$ cat src/rtl/irq_aggr_pkg.sv
package irq_aggr_pkg;
  localparam int NBANK  = 2;
  localparam int EVW    = 16;
  localparam int AW     = 5;
  localparam int DW     = 32;
  localparam logic [AW-1:0] A_BANK = 5'h00;
  localparam logic [AW-1:0] A_SEL  = 5'h02;
  localparam logic [AW-1:0] A_ID   = 5'h04;
  localparam logic [AW-1:0] A_EN   = 5'h08;
  localparam logic [AW-1:0] A_MSK  = 5'h10;
  localparam int ID_VLD_BIT = 31;
endpackage

$ cat src/rtl/irq_src_accum.sv
module irq_src_accum #(
  parameter int W = 16
) (
  input  logic         clk_i,
  input  logic         rst_ni,
  input  logic [W-1:0] ev_i,
  input  logic [W-1:0] en_i,
  input  logic [W-1:0] msk_i,
  input  logic         take_i,
  output logic [W-1:0] acc_o,
  output logic         hit_o
);
  logic [W-1:0] gated;
  logic [W-1:0] acc_q;

  assign gated = ev_i & en_i & ~msk_i;
  assign hit_o = |gated;
  assign acc_o = acc_q;

  // a capture empties the accumulator, but bits arriving that cycle stay
  always_ff @(posedge clk_i or negedge rst_ni) begin
    if (!rst_ni) acc_q <= '0;
    else         acc_q <= (take_i ? '0 : acc_q) | gated;
  end
endmodule

$ cat src/rtl/irq_id_fetch.sv
module irq_id_fetch
  import irq_aggr_pkg::*;
#(
  parameter int NSRC = 4,
  parameter int LAT  = 4,
  parameter int BANK = 0
) (
  input  logic                     clk_i,
  input  logic                     rst_ni,
  input  logic                     sel_wr_i,
  input  logic [DW-1:0]            sel_i,
  input  logic                     ack_i,
  input  logic [NSRC-1:0][EVW-1:0] acc_i,
  output logic [DW-1:0]            id_o,
  output logic                     vld_o,
  output logic                     busy_o,
  output logic [NSRC-1:0]          take_o,
  output logic [NSRC-1:0]          ack_src_o
);
  localparam int IW   = (NSRC > 1) ? $clog2(NSRC) : 1;
  localparam int CW   = $clog2(LAT + 1);
  localparam int BASE = BANK * NSRC;

  logic          busy_q, vld_q;
  logic [CW-1:0] cnt_q;
  logic [IW-1:0] idx_q, sel_idx;
  logic [EVW-1:0] vec_q;
  logic          accept, fire;
  logic [3:0]    cls, inst;

  always_comb begin
    sel_idx = '0;
    for (int k = 0; k < NSRC; k++)
      if (sel_i[k]) sel_idx = IW'(k);
  end

  assign accept = sel_wr_i && !busy_q && !vld_q && $onehot(sel_i)
                  && ((sel_i >> NSRC) == '0);
  assign fire   = busy_q && (cnt_q == '0);

  always_ff @(posedge clk_i or negedge rst_ni) begin
    if (!rst_ni) begin
      busy_q <= 1'b0;
      vld_q  <= 1'b0;
      cnt_q  <= '0;
      idx_q  <= '0;
      vec_q  <= '0;
    end else begin
      if (accept) begin
        busy_q <= 1'b1;
        cnt_q  <= CW'(LAT - 1);
        idx_q  <= sel_idx;
      end else if (fire) begin
        busy_q <= 1'b0;
        vld_q  <= 1'b1;
        vec_q  <= acc_i[idx_q];
      end else begin
        if (busy_q) cnt_q <= cnt_q - 1'b1;
        if (ack_i && vld_q) vld_q <= 1'b0;
      end
    end
  end

  always_comb begin
    cls  = 4'((BASE + int'(idx_q)) >> 1);
    inst = 4'((BASE + int'(idx_q)) & 1);
  end

  assign take_o    = fire ? (NSRC'(1) << idx_q) : '0;
  assign ack_src_o = (ack_i && vld_q) ? (NSRC'(1) << idx_q) : '0;
  assign vld_o     = vld_q;
  assign busy_o    = busy_q;
  assign id_o      = {vld_q, 7'd0, cls, inst, vec_q};
endmodule

$ cat src/rtl/irq_bank_aggr.sv
module irq_bank_aggr
  import irq_aggr_pkg::*;
#(
  parameter int SRC_PER_BANK = 4,
  parameter int ID_LAT       = 4
) (
  input  logic                                clk_i,
  input  logic                                rst_ni,
  input  logic [NBANK*SRC_PER_BANK*EVW-1:0]   ev_i,
  input  logic                                bus_wr_i,
  input  logic                                bus_rd_i,
  input  logic [AW-1:0]                       bus_addr_i,
  input  logic [DW-1:0]                       bus_wdata_i,
  output logic [DW-1:0]                       bus_rdata_o,
  output logic [NBANK-1:0]                    bank_sum_o
);
  localparam int NSRC  = SRC_PER_BANK;
  localparam int NTOT  = NBANK * NSRC;
  localparam int NPAIR = NTOT / 2;

  logic [NPAIR-1:0][DW-1:0]            en_q, msk_q;
  logic [NBANK-1:0][NSRC-1:0]          pend_q, done_q, hit, take, ack_src, clr_ok, acc_nz;
  logic [NBANK-1:0][NSRC-1:0][EVW-1:0] acc;
  logic [NBANK-1:0][DW-1:0]            view_q, id_word;
  logic [NBANK-1:0]                    lock_q, bank_wr, bank_rd, sel_wr, ack, id_vld, id_busy;
  logic is_bank, is_sel, is_id, is_en, is_msk, pair_ok;
  logic [DW-1:0] rd_mux;

  // address decode
  assign is_bank = bus_addr_i[AW-1:1] == A_BANK[AW-1:1];
  assign is_sel  = bus_addr_i[AW-1:1] == A_SEL[AW-1:1];
  assign is_id   = bus_addr_i[AW-1:1] == A_ID[AW-1:1];
  assign is_en   = bus_addr_i[AW-1:3] == A_EN[AW-1:3];
  assign is_msk  = bus_addr_i[AW-1:3] == A_MSK[AW-1:3];
  assign pair_ok = int'(bus_addr_i[2:0]) < NPAIR;

  for (genvar b = 0; b < NBANK; b++) begin : g_bank
    assign bank_wr[b] = bus_wr_i && is_bank && (bus_addr_i[0] == b[0]);
    assign bank_rd[b] = bus_rd_i && is_bank && (bus_addr_i[0] == b[0]);
    assign sel_wr[b]  = bus_wr_i && is_sel  && (bus_addr_i[0] == b[0]);
    assign ack[b]     = bus_wr_i && is_id   && (bus_addr_i[0] == b[0])
                        && bus_wdata_i[ID_VLD_BIT];

    irq_id_fetch #(.NSRC(NSRC), .LAT(ID_LAT), .BANK(b)) u_fetch (
      .clk_i     (clk_i),
      .rst_ni    (rst_ni),
      .sel_wr_i  (sel_wr[b]),
      .sel_i     (bus_wdata_i),
      .ack_i     (ack[b]),
      .acc_i     (acc[b]),
      .id_o      (id_word[b]),
      .vld_o     (id_vld[b]),
      .busy_o    (id_busy[b]),
      .take_o    (take[b]),
      .ack_src_o (ack_src[b])
    );

    assign bank_sum_o[b] = |view_q[b];
  end

  // one accumulator per source; pair p covers sources 2p (low half) and 2p+1 (high half)
  for (genvar g = 0; g < NTOT; g++) begin : g_src
    localparam int B = g / NSRC;
    localparam int I = g % NSRC;
    localparam int P = g / 2;
    localparam int H = g % 2;
    irq_src_accum #(.W(EVW)) u_acc (
      .clk_i  (clk_i),
      .rst_ni (rst_ni),
      .ev_i   (ev_i[g*EVW +: EVW]),
      .en_i   (en_q[P][H*EVW +: EVW]),
      .msk_i  (msk_q[P][H*EVW +: EVW]),
      .take_i (take[B][I]),
      .acc_o  (acc[B][I]),
      .hit_o  (hit[B][I])
    );
    assign acc_nz[B][I] = |acc[B][I];
  end

  always_comb begin
    for (int b = 0; b < NBANK; b++)
      clr_ok[b] = (bank_wr[b] ? bus_wdata_i[NSRC-1:0] : '0) & done_q[b];
  end

  // pending, serviced, lock and visible copy per bank
  always_ff @(posedge clk_i or negedge rst_ni) begin
    if (!rst_ni) begin
      pend_q <= '0;
      done_q <= '0;
      lock_q <= '0;
      view_q <= '0;
    end else begin
      for (int b = 0; b < NBANK; b++) begin
        pend_q[b] <= (pend_q[b] & ~clr_ok[b]) | hit[b] | (clr_ok[b] & acc_nz[b]);
        done_q[b] <= (done_q[b] & ~clr_ok[b]) | ack_src[b];
        if (bank_wr[b])      lock_q[b] <= 1'b0;
        else if (bank_rd[b]) lock_q[b] <= 1'b1;
        if (!lock_q[b] && !bank_rd[b]) view_q[b] <= DW'(pend_q[b]);
      end
    end
  end

  // enable and mask registers
  always_ff @(posedge clk_i or negedge rst_ni) begin
    if (!rst_ni) begin
      en_q  <= '0;
      msk_q <= '1;
    end else if (bus_wr_i && pair_ok) begin
      if (is_en)  en_q[bus_addr_i[2:0]]  <= bus_wdata_i;
      if (is_msk) msk_q[bus_addr_i[2:0]] <= bus_wdata_i;
    end
  end

  always_comb begin
    rd_mux = '0;
    if (is_bank)               rd_mux = view_q[bus_addr_i[0]];
    else if (is_id)            rd_mux = id_word[bus_addr_i[0]];
    else if (is_en && pair_ok)  rd_mux = en_q[bus_addr_i[2:0]];
    else if (is_msk && pair_ok) rd_mux = msk_q[bus_addr_i[2:0]];
  end

  always_ff @(posedge clk_i or negedge rst_ni) begin
    if (!rst_ni)       bus_rdata_o <= '0;
    else if (bus_rd_i) bus_rdata_o <= rd_mux;
  end
endmodule

$ cat config.mk
export PLATFORM = sky130hd
export DESIGN_NAME = irq_bank_aggr
export DESIGN_NICKNAME = d
export VERILOG_FILES = /design/src/rtl/irq_aggr_pkg.sv /design/src/rtl/irq_src_accum.sv /design/src/rtl/irq_id_fetch.sv /design/src/rtl/irq_bank_aggr.sv
export SDC_FILE = /design/constraint.sdc
export NUM_CORES = 1
export LEC_CHECK = 0
export BUFFER_PORTS_ARGS = -buffer_cell sky130_fd_sc_hd__buf_2
export CORE_ASPECT_RATIO = 0.6
export CORE_MARGIN = 4
export CORE_UTILIZATION = 54
export DETAILED_ROUTE_END_ITERATION = 8
export PLACE_DENSITY = 0.86
export SYNTH_ARGS = -nofsm -noshare
export SYNTH_HDL_FRONTEND = slang
export SYNTH_SLANG_ARGS = --single-unit
export TNS_END_PERCENT = 10
$ cat constraint.sdc
create_clock -name clk_i -period 1.9 [get_ports clk_i]
set_input_delay 0.19 -clock clk_i [delete_from_list [all_inputs] [get_ports clk_i]]
set_output_delay 0.19 -clock clk_i [all_outputs]
set_load 0.05 [all_outputs]
# Word level (Yosys, flattened, before mapping)
# Index checks and enable logic that the tools add are counted.
# word_totals
register_bits	488
latch_bits	0
mem_bits_rw	0
rom_bits	0
in_bits	169
out_inout_bits	34
word_cells	268
memories	0
# classes
add_sub_neg	34
n_mul	0
div_mod_pow	0
magnitude_cmp	6
eq_ne	7
shift	2
mux	55
n_bitwise	51
reduce_logical	78
# op_table
cell	n
32-bit two-way mux	10
16-bit AND	16
128-bit bitwise mux	2
16-bit OR reduction	16
16-bit two-way mux	10
32-bit binary-select mux with 2-bit select	2
16-bit NOT	8
16-bit bitwise OR	8
6-bit adder	15
16-bit binary-select mux with 2-bit select	2
32-bit demux with 2-bit select	1
1-bit by 1-bit adder with 2-bit output	16
4-bit AND	8
1-bit logical AND	32
32-bit logical NOT	1
4-bit two-way mux	7
4-bit bitwise OR	6
3-bit two-way mux	6
2-bit AND reduction	8
2-bit nonzero test	8
1-bit two-way mux	13
1-bit logical NOT	8
4-bit NOT	2
4-bit OR reduction	2
other kinds (17)	26

# Longest topological paths before layout
# Gate-level depths: netlist (run 1).
# logic_depth
depth_word	10
mapped_depth	19

# Cells and area by module
# Synthesis (run 1) repeated with hierarchy kept, for this count alone.
# hier_totals
hier_cells	2244
area_unflattened_um2	26061.2
# modules_own_cells
mod	instances	cells_per_inst	area_per_inst_um2	seq_area_each_um2
irq_bank_aggr	1	1179	15010.6	8017.7
irq_src_accum	8	70	700.7	400.4
irq_id_fetch at g_bank[1].u_fetch	1	251	2726.4	575.6
irq_id_fetch at g_bank[0].u_fetch	1	254	2718.9	575.6

# Worst setup path before layout (run 1)
# OpenSTA, ideal clock, no wires.
# synth_timing
path_type	in2reg
from	input port bus_wdata_i[3]
to	register g_bank[1].u_fetch.idx_q[0]
setup_time_ps	125
arrival_time_ps	4858
required_ps	1775
setup_slack_ps	-3083
stages	17
cell_sequence	clkbuf_1 > inv_1 > ha_1 > inv_1 > fa_1 > fa_1 > fa_1 > fa_1 > fa_1 > inv_1 > ha_1 > inv_1 > fa_1 > nand4_1 > nor3_1 > nand4_1 > mux2_2
# synth_via
elab_chain_cells	8
# synth_rtl
item	line_no	text
from (decl)	irq_bank_aggr.sv:13	input logic [DW-1:0] bus_wdata_i,
1-bit by 1-bit adder with 2-bit output (implied by the code)	irq_id_fetch.sv:37	assign accept = sel_wr_i && !busy_q && !vld_q && $onehot(sel_i)
6-bit adder (implied by the code) (4 in a row)	irq_id_fetch.sv:37	
6-bit by 1-bit equality test with 1-bit output	irq_id_fetch.sv:37	
1-bit logical AND	irq_id_fetch.sv:37	
1-bit logical AND	irq_id_fetch.sv:38	&& ((sel_i >> NSRC) == '0);
to (signal assigned)	irq_id_fetch.sv:52	idx_q <= sel_idx;
to (decl)	irq_id_fetch.sv:26	logic [IW-1:0] idx_q, sel_idx;
# Parallel ways exist; a longest one is shown, timed or not.
# A chain may end at the register's enable or synchronous reset.

# Worst setup path in the final report (run 1)
# layout_timing
from	input port bus_wdata_i[31]
to	register g_bank[0].u_fetch.idx_q[0]
# layout_via
elab_chain_cells	8
# layout_rtl
item	line_no
1-bit by 1-bit adder with 2-bit output (implied by the code)	irq_id_fetch.sv:37
6-bit adder (implied by the code) (4 in a row)	irq_id_fetch.sv:37
6-bit by 1-bit equality test with 1-bit output	irq_id_fetch.sv:37
1-bit logical AND	irq_id_fetch.sv:37
1-bit logical AND (*)	irq_id_fetch.sv:38
to (signal assigned)	irq_id_fetch.sv:52
to (decl)	irq_id_fetch.sv:26
# Mark *: on every way between the ends. The rest lies on a longest branch, timed or not.

==> results of run 1 <==
==> stage by stage <==
| stage | setup slack, ns | total power, W |
|---|---|---|
| after CTS | -2.435 | 0.03081 |
| final | -2.486 | 0.03148 |
| after floorplan | -2.687 | 0.01688 |
| after global routing | -2.513 | 0.03245 |
| after detailed placement | -3.119 | 0.01974 |
| after global placement | -3.083 | 0.01937 |
==> sequential cells by signal, summed over array words and instances (netlist names), 4 cells and up <==
name	flops
g_bank.u_fetch.idx_q	4
view_q	8
en_q	128
bus_rdata_o	32
g_bank.u_fetch.cnt_q	6
msk_q	128
done_q	8
g_bank.u_fetch.vec_q	32
g_src.u_acc.acc_o	128
pend_q	8
==> cells by family after synthesis <==
logic type	count (synthesis)	synth area share (%)
simple gates	742	15.70
xor+xnor	4	0.1470
fa+ha+maj	69	4.440
compound gates	229	5.831
flops	488	51.89
buf+inv	188	3.380
mux	318	18.61
==> worst reg2reg max path, stage by stage, from the launching register on <==
cell and delay (ns):
dfstp_2 0.54, nand3b_1 0.47, nand4_1 0.21, nor4_1 0.44, nand2_1 0.09
==> worst max-delay path by stage <==
stage,end,from,slack [ns]
floorplan,g_bank[0].u_fetch.idx_q[0],bus_wdata_i[3],-2.69
global placement,g_bank[0].u_fetch.cnt_q[2],bus_wdata_i[26],-3.08
detailed placement,g_bank[0].u_fetch.cnt_q[2],bus_wdata_i[26],-3.12
CTS,g_bank[0].u_fetch.idx_q[0],bus_wdata_i[8],-2.44
global route,g_bank[0].u_fetch.idx_q[0],bus_wdata_i[5],-2.51
finish,g_bank[0].u_fetch.idx_q[0],bus_wdata_i[31],-2.49
==> power groups by stage <==
stage | registers, W | clock network (W) | logic (W)
detailed placement | 0.0134 | 0 | 0.00635
global route | 0.0135 | 0.0113 | 0.00768
floorplan | 0.0130 | 0 | 0.00392
finish | 0.0134 | 0.0109 | 0.00715
global placement | 0.0133 | 0 | 0.00609
CTS | 0.0132 | 0.0109 | 0.00669
==> repair_timing <==
action / in CTS / in global routing
endpoints found under the hold margin: 424 / 0
setup endpoints to repair: 14 / 16
hold buffers: 135 / 0
pin swaps: 22 / 14
resized for setup: 74 / 29
setup buffers: 0 / 1
==> layout by cell type (no fill, tap or decap), types with 24 or more instances in the layout <==
cell	synthesis	routed
buf_12	0	26
buf_2	30	179
buf_4	8	141
clkbuf_16	0	49
dfrtp_1	360	360
dfstp_2	128	128
dlygate4sd3_1	0	135
ha_1	43	24
inv_1	82	52
inv_2	0	24
mux2_2	189	187
mux2i_1	45	45
mux4_2	81	81
nand2_1	426	419
nand3b_1	131	131
nand4_1	50	50
nor2_1	26	26
nor4_1	40	39
o21ai_0	144	143
==> per-layer routing <==
metal | vias up | global-route usage [%] | share of wire, %
li1 | 8172 | - | -
met1 | 10050 | 50.39 | 36
met2 | 1650 | 55.07 | 41
met3 | 383 | 22.01 | 18
met4 | 10 | 12.92 | 4.4
met5 | - | 1.972 | 0.21
==> area by class of cell <==
type	instances	area, um2
antenna	2	5.005
clock buffer	66	1380
clock inverter	22	406.6
fill	2916	13260
inverter	82	332.8
multi-input combinational	1362	10980
sequential	488	12370
tap	579	724.4
timing repair buffer	497	4021
==> impl_results.md, run 1 <==
- Worst slew pin tran: 0.6699 ns
- GPL Wtd Cong: 1.049
- Dominant synthesized flop cell: dfrtp_1
- # IOs: 203
- Routed WL: 93.00 mm
- Initial antenna violation count: 4
- CP Cell Sequence: buf_8, inv_4, ha_4, inv_2, fa_2, fa_2, fa_2, fa_1, fa_1, inv_2, ha_4, inv_2, fa_2, nand4_1, nor3_2, nand4_1, mux2_4
- Nets: 2,716
- Post-Syn Area: 23,840 um2
- Leakage: 13.13 nW
- Number of I/O port buffers: 202
- Ratio of cells with drive above 1 in the final layout: 36.59%
- Final Hold Fails: 0
- Switching fraction of total power: 30.12%
- Max Slew Vio Count: 0
- Clk_lat worst skew: 0.59 ns
- Remaining DRCs: 0
- CTS max path bufs: 3
- Max incr delay on CP: 0.65 ns
- Mean Syn Cell Area: 11.70 um2
- Synth cell types: 57
- Synth cell count leaders: 426 x nand2_1, 360 x dfrtp_1, 189 x mux2_2
- Largest net degree at the start of global routing: 78
- Reg2Reg Setup Slack: 0.02 ns
- Post-DP HPWL: 68.76 mm
- Core Box Area: 43,480 um2
- Die Ht: 170.8 um
- Cell count after synthesis: 2,038
- MaxCap Viol Count: 0
- Design area: 30,220 um2
- Reg2Reg Capture Point: pend_q[1]
- Syn Nets: 2,276
- Critical path class: input pin to flop
- CTS tree: yes
- Hold Worst Slack: 0.008430 ns
- Placed cell area: 26,710 um2
- Seq cells post-synth: 488
- Fmax: 228.0 MHz
- Period utilization: 230.8%
- Clock sink count: 488
- Die area: 47,690 um2
- Hold Startpoint: bus_wdata_i[3]
- Yosys warns: 0
- RSZ-0062 raised after global routing: true
- Final Util: 69.50%
- Most used cell, CP: fa_2
- Outcome: finished, violations left
- Net Sw Power: 0.009480 W
- Initial core utilization: 54.83%
- First-pass GRT wire length: 135.4 mm
- Die span in x: 279.3 um
- Final Non-Filler Cells: 3,098
- Internal: 0.02200 W
- Overflow after GRT: 0
- Comb pwr share: 22.7%
- Root buffer cell: clkbuf_16
- Cell Rows: 59
- Reg2Reg Depth: 4
- Post-synth top area share: 37.79%
- Crit. path cell count: 17
- Clock Skew: 0.02049 ns
- CP top delay family: adder cells
- Peak VDD IR: 0.8068 mV
- Clock transition at path regs: 0.07 ns
- Crit-path max FO: 3
- Synth top area cells: dfrtp_1 38%, dfstp_2 14%, mux2_2 8.9%
- Via density: 6.541
- Endpoint type of the worst setup path: flop
- Vias in the first global route: 20.47k
- Failing checks: negative setup slack
- Antenna viol nets, final: 0
- Worst reg2reg path startpoint: msk_q[17]
- WHS Endpoint: msk_q[3]
- Worst Slack Setup Final: -2.486 ns
- Final setup viols: 15
- Critical Path RT: 2.38 ns
- Flop pwr share: 42.6%
- Post-synth top area cell: dfrtp_1
- Buf/Inv on CP: 5
- Vias: 20.27k
- Ys async rst share: 100.0%
- Routed len/inst: 30.02 um
- Setup TNS: -28.51 ns
- Number of flops mapped to enable cells by yosys: 0
- GRT Resource Usage Total: 38.81%
- Hold Crit Class: input pin to flop
- Startpoint types: input pin
- Period minus WS final: 4.386 ns
- First-pass DRT Iterations: 7
- Clock Power Share: 34.7%
- Worst path arrival time: 4.86 ns
- Htree depth: 2
- CTS Buf Count: 47
- Register area share after synthesis: 51.89%
- Pwr Density: 1042 nW/um2
- Count leader, synth: nand2_1
- Placed instance count: 2,872
- Initial DRC count: 3,182
- Worst hold path stage count: 4
- CP max-delay cell: fa_2
- Relative slew slack: 55.13%
- Area Growth Syn to Fin: 26.75%
(Power assumes the default switching activity.)
==> inputs of run 2 (changes only) <==
- MAX_ROUTING_LAYER: unset -> met4
==> impl_results.md, run 2 (synthesis gave the netlist of run 1 again) <==
- Pwr Density: 1017 nW/um2 (-2.4%)
- CTS Buf Count: 46 (-2.1%)
- GPL Wtd Cong: 1.083 (+3.3%)
- MaxCap Viol Count: 0 (unchanged)
- Final Non-Filler Cells: 3,107 (+0.29%)
- Crit-path max FO: 3 (unchanged)
- First-pass GRT wire length: 135.4 mm (about the same)
- Placed instance count: 2,879 (+0.24%)
- Peak VDD IR: 0.6314 mV (-22%)
- Clock Skew: 0.02668 ns (+0.006189 ns)
- Failing checks: negative setup slack
- Clock sink count: 488 (unchanged)
- Post-DP HPWL: 69.54 mm (+1.1%)
- Initial DRC count: 3,313 (+4.1%)
- Root buffer cell: clkbuf_16
- Die span in x: 279.3 um (unchanged)
- Worst Slack Setup Final: -2.499 ns (-0.01252 ns)
- Routed len/inst: 30.19 um (+0.57%)
- CP Cell Sequence: buf_8, inv_4, ha_4, inv_2, fa_2, fa_2, fa_2, fa_1, fa_1, inv_2, ha_4, inv_2, fa_2, nand4_1, nor3_2, nand4_1, mux2_4
- Ratio of cells with drive above 1 in the final layout: 36.76% (+0.17 points)
- Htree depth: 2 (unchanged)
- Max incr delay on CP: 0.65 ns (about the same)
- First-pass DRT Iterations: 8 (+1)
- Placed cell area: 26,770 um2 (+0.24%)
- Most used cell, CP: fa_2
- Die area: 47,690 um2 (unchanged)
- Final setup viols: 14 (-1)
- Cell Rows: 59 (unchanged)
- Commonest non-fill, non-tap cell in the layout: nand2_1
- Initial antenna violation count: 5 (+1)
- Number of I/O port buffers: 202 (unchanged)
- Final Util: 69.32% (-0.18 points)
- Outcome: finished, violations left
- Clock transition at path regs: 0.07 ns (about the same)
- Leakage: 13.08 nW (-0.37%)
- Area Growth Syn to Fin: 26.42%
- Period utilization: 231.5% (+0.66 points)
- CP max-delay cell: fa_2
- CTS tree: yes
- Max Slew Vio Count: 0 (unchanged)
- Startpoint types: input pin
- Via density: 6.614 (+1.1%)
- Critical path class: input pin to flop
- Remaining DRCs: 0 (unchanged)
- Largest net degree at the start of global routing: 73 (-6.4%)
- Routed WL: 93.80 mm (+0.86%)
- Clk_lat worst skew: 0.59 ns (about the same)
- GRT Resource Usage Total: 40.06% (+1.3 points)
- Endpoint type of the worst setup path: flop
- Vias: 20.55k (+1.4%)
- Final Hold Fails: 0 (unchanged)
- Critical Path RT: 2.37 ns (about the same)
- # IOs: 203 (unchanged)
- Core Box Area: 43,480 um2 (unchanged)
- CTS max path bufs: 3 (unchanged)
- Worst slew pin tran: 0.8520 ns (+0.1822 ns)
- Die Ht: 170.8 um (unchanged)
- Hold Worst Slack: 0.008342 ns (-0.00008821 ns)
- Hold Crit Class: input pin to flop
- Relative slew slack: 43.20% (-12 points)
- Overflow after GRT: 0 (unchanged)
- Design area: 30,140 um2 (-0.26%)
- Period minus WS final: 4.399 ns (+0.01252 ns)
- Initial core utilization: 54.83% (unchanged)
- Nets: 2,722 (+0.22%)
- Vias in the first global route: 20.36k (-0.54%)
- Most frequent cells in the layout: 417 x nand2_1, 360 x dfrtp_1, 187 x mux2_2
- RSZ-0062 raised after global routing: true
- Antenna viol nets, final: 0 (unchanged)
- Fmax: 227.3 MHz (-0.28%)
- Worst path arrival time: 4.87 ns (about the same)
-- run 2: cell types whose count changed in the layout (fill, tap and decap cells not counted), moves of 3 or more --
cell        delta
bufinv_16      -5
inv_4          -3
buf_4          +8
clkinvlp_4     +4
buf_2          +3
inv_6          +3
diode_2        +4
buf_6          -4
-- run 2: final timing paths --
check,from,to,slack (ns),cells past startpoint
max reg2reg,g_bank[1].u_fetch.cnt_q[0],g_bank[1].u_fetch.vec_q[7],0.08,6
min reg2reg,msk_q[39],msk_q[39],0.49,2
min,bus_wdata_i[17],en_q[81],0.008,3
max,bus_wdata_i[27],g_bank[0].u_fetch.idx_q[0],-2.50,17
max in group asynchronous,rst_ni,msk_q[77],0.96,4
min in group asynchronous,rst_ni,done_q[2],0.07,2
-- run 2: where the power goes --
part	switching, W	internal, W
sequential	0.00144	0.0120
clock	0.00430	0.00582
combinational	0.00371	0.00337
total	0.00945	0.0212
-- run 2: routing by layer --
layer  up-vias  routed length (um)  track usage (%)  share of wire, %
met2      1691               39150            55.71                42
met4         0                3521            10.50               3.8
met3       339               16050            20.23                17
li1       8202                   -                -                 -
met1     10320               35070            52.32                37
met5         -                   0                -                 0
-- run 2: cell type report --
| class | instances | area [um2] |
|---|---|---|
| clock inverters | 22 | 280.3 |
| repair buffers | 504 | 4066 |
| inverters | 82 | 340.3 |
| diodes | 6 | 15.01 |
| clock buffers | 64 | 1353 |
| flip-flops and latches | 488 | 12370 |
| well taps | 579 | 724.4 |
| multi-input cells | 1362 | 10990 |
| fillers | 2890 | 13340 |
-- run 2: worst max-delay path: cells and delay by family --
| kind | cells | cell delay, ns |
|---|---|---|
| adders and majority gates | 8 | 3.45 |
| and+or+nand+nor | 3 | 0.56 |
| muxes | 1 | 0.36 |
| buffers and inverters | 5 | 0.30 |
-- run 2: metrics by stage --
stage,TNS (ns),setup WS [ns],total power (W)
3_3_place_gp,-37.37,-3.119,0.01949
4_1_cts,-27.92,-2.399,0.03017
6_report,-29.04,-2.499,0.03066
5_1_grt,-30.10,-2.580,0.03162
2_1_floorplan,-30.25,-2.687,0.01688
3_5_place_dp,-37.82,-3.136,0.01980
-- run 2: what timing repair did --
action / in CTS / in global routing
hold endpoints to repair: 414 / 0
buffers inserted: 1 / 1
gates resized for setup: 69 / 29
setup endpoints to repair: 14 / 15
pin swaps: 26 / 15
cloned: 0 / 0
hold buffers: 134 / 0
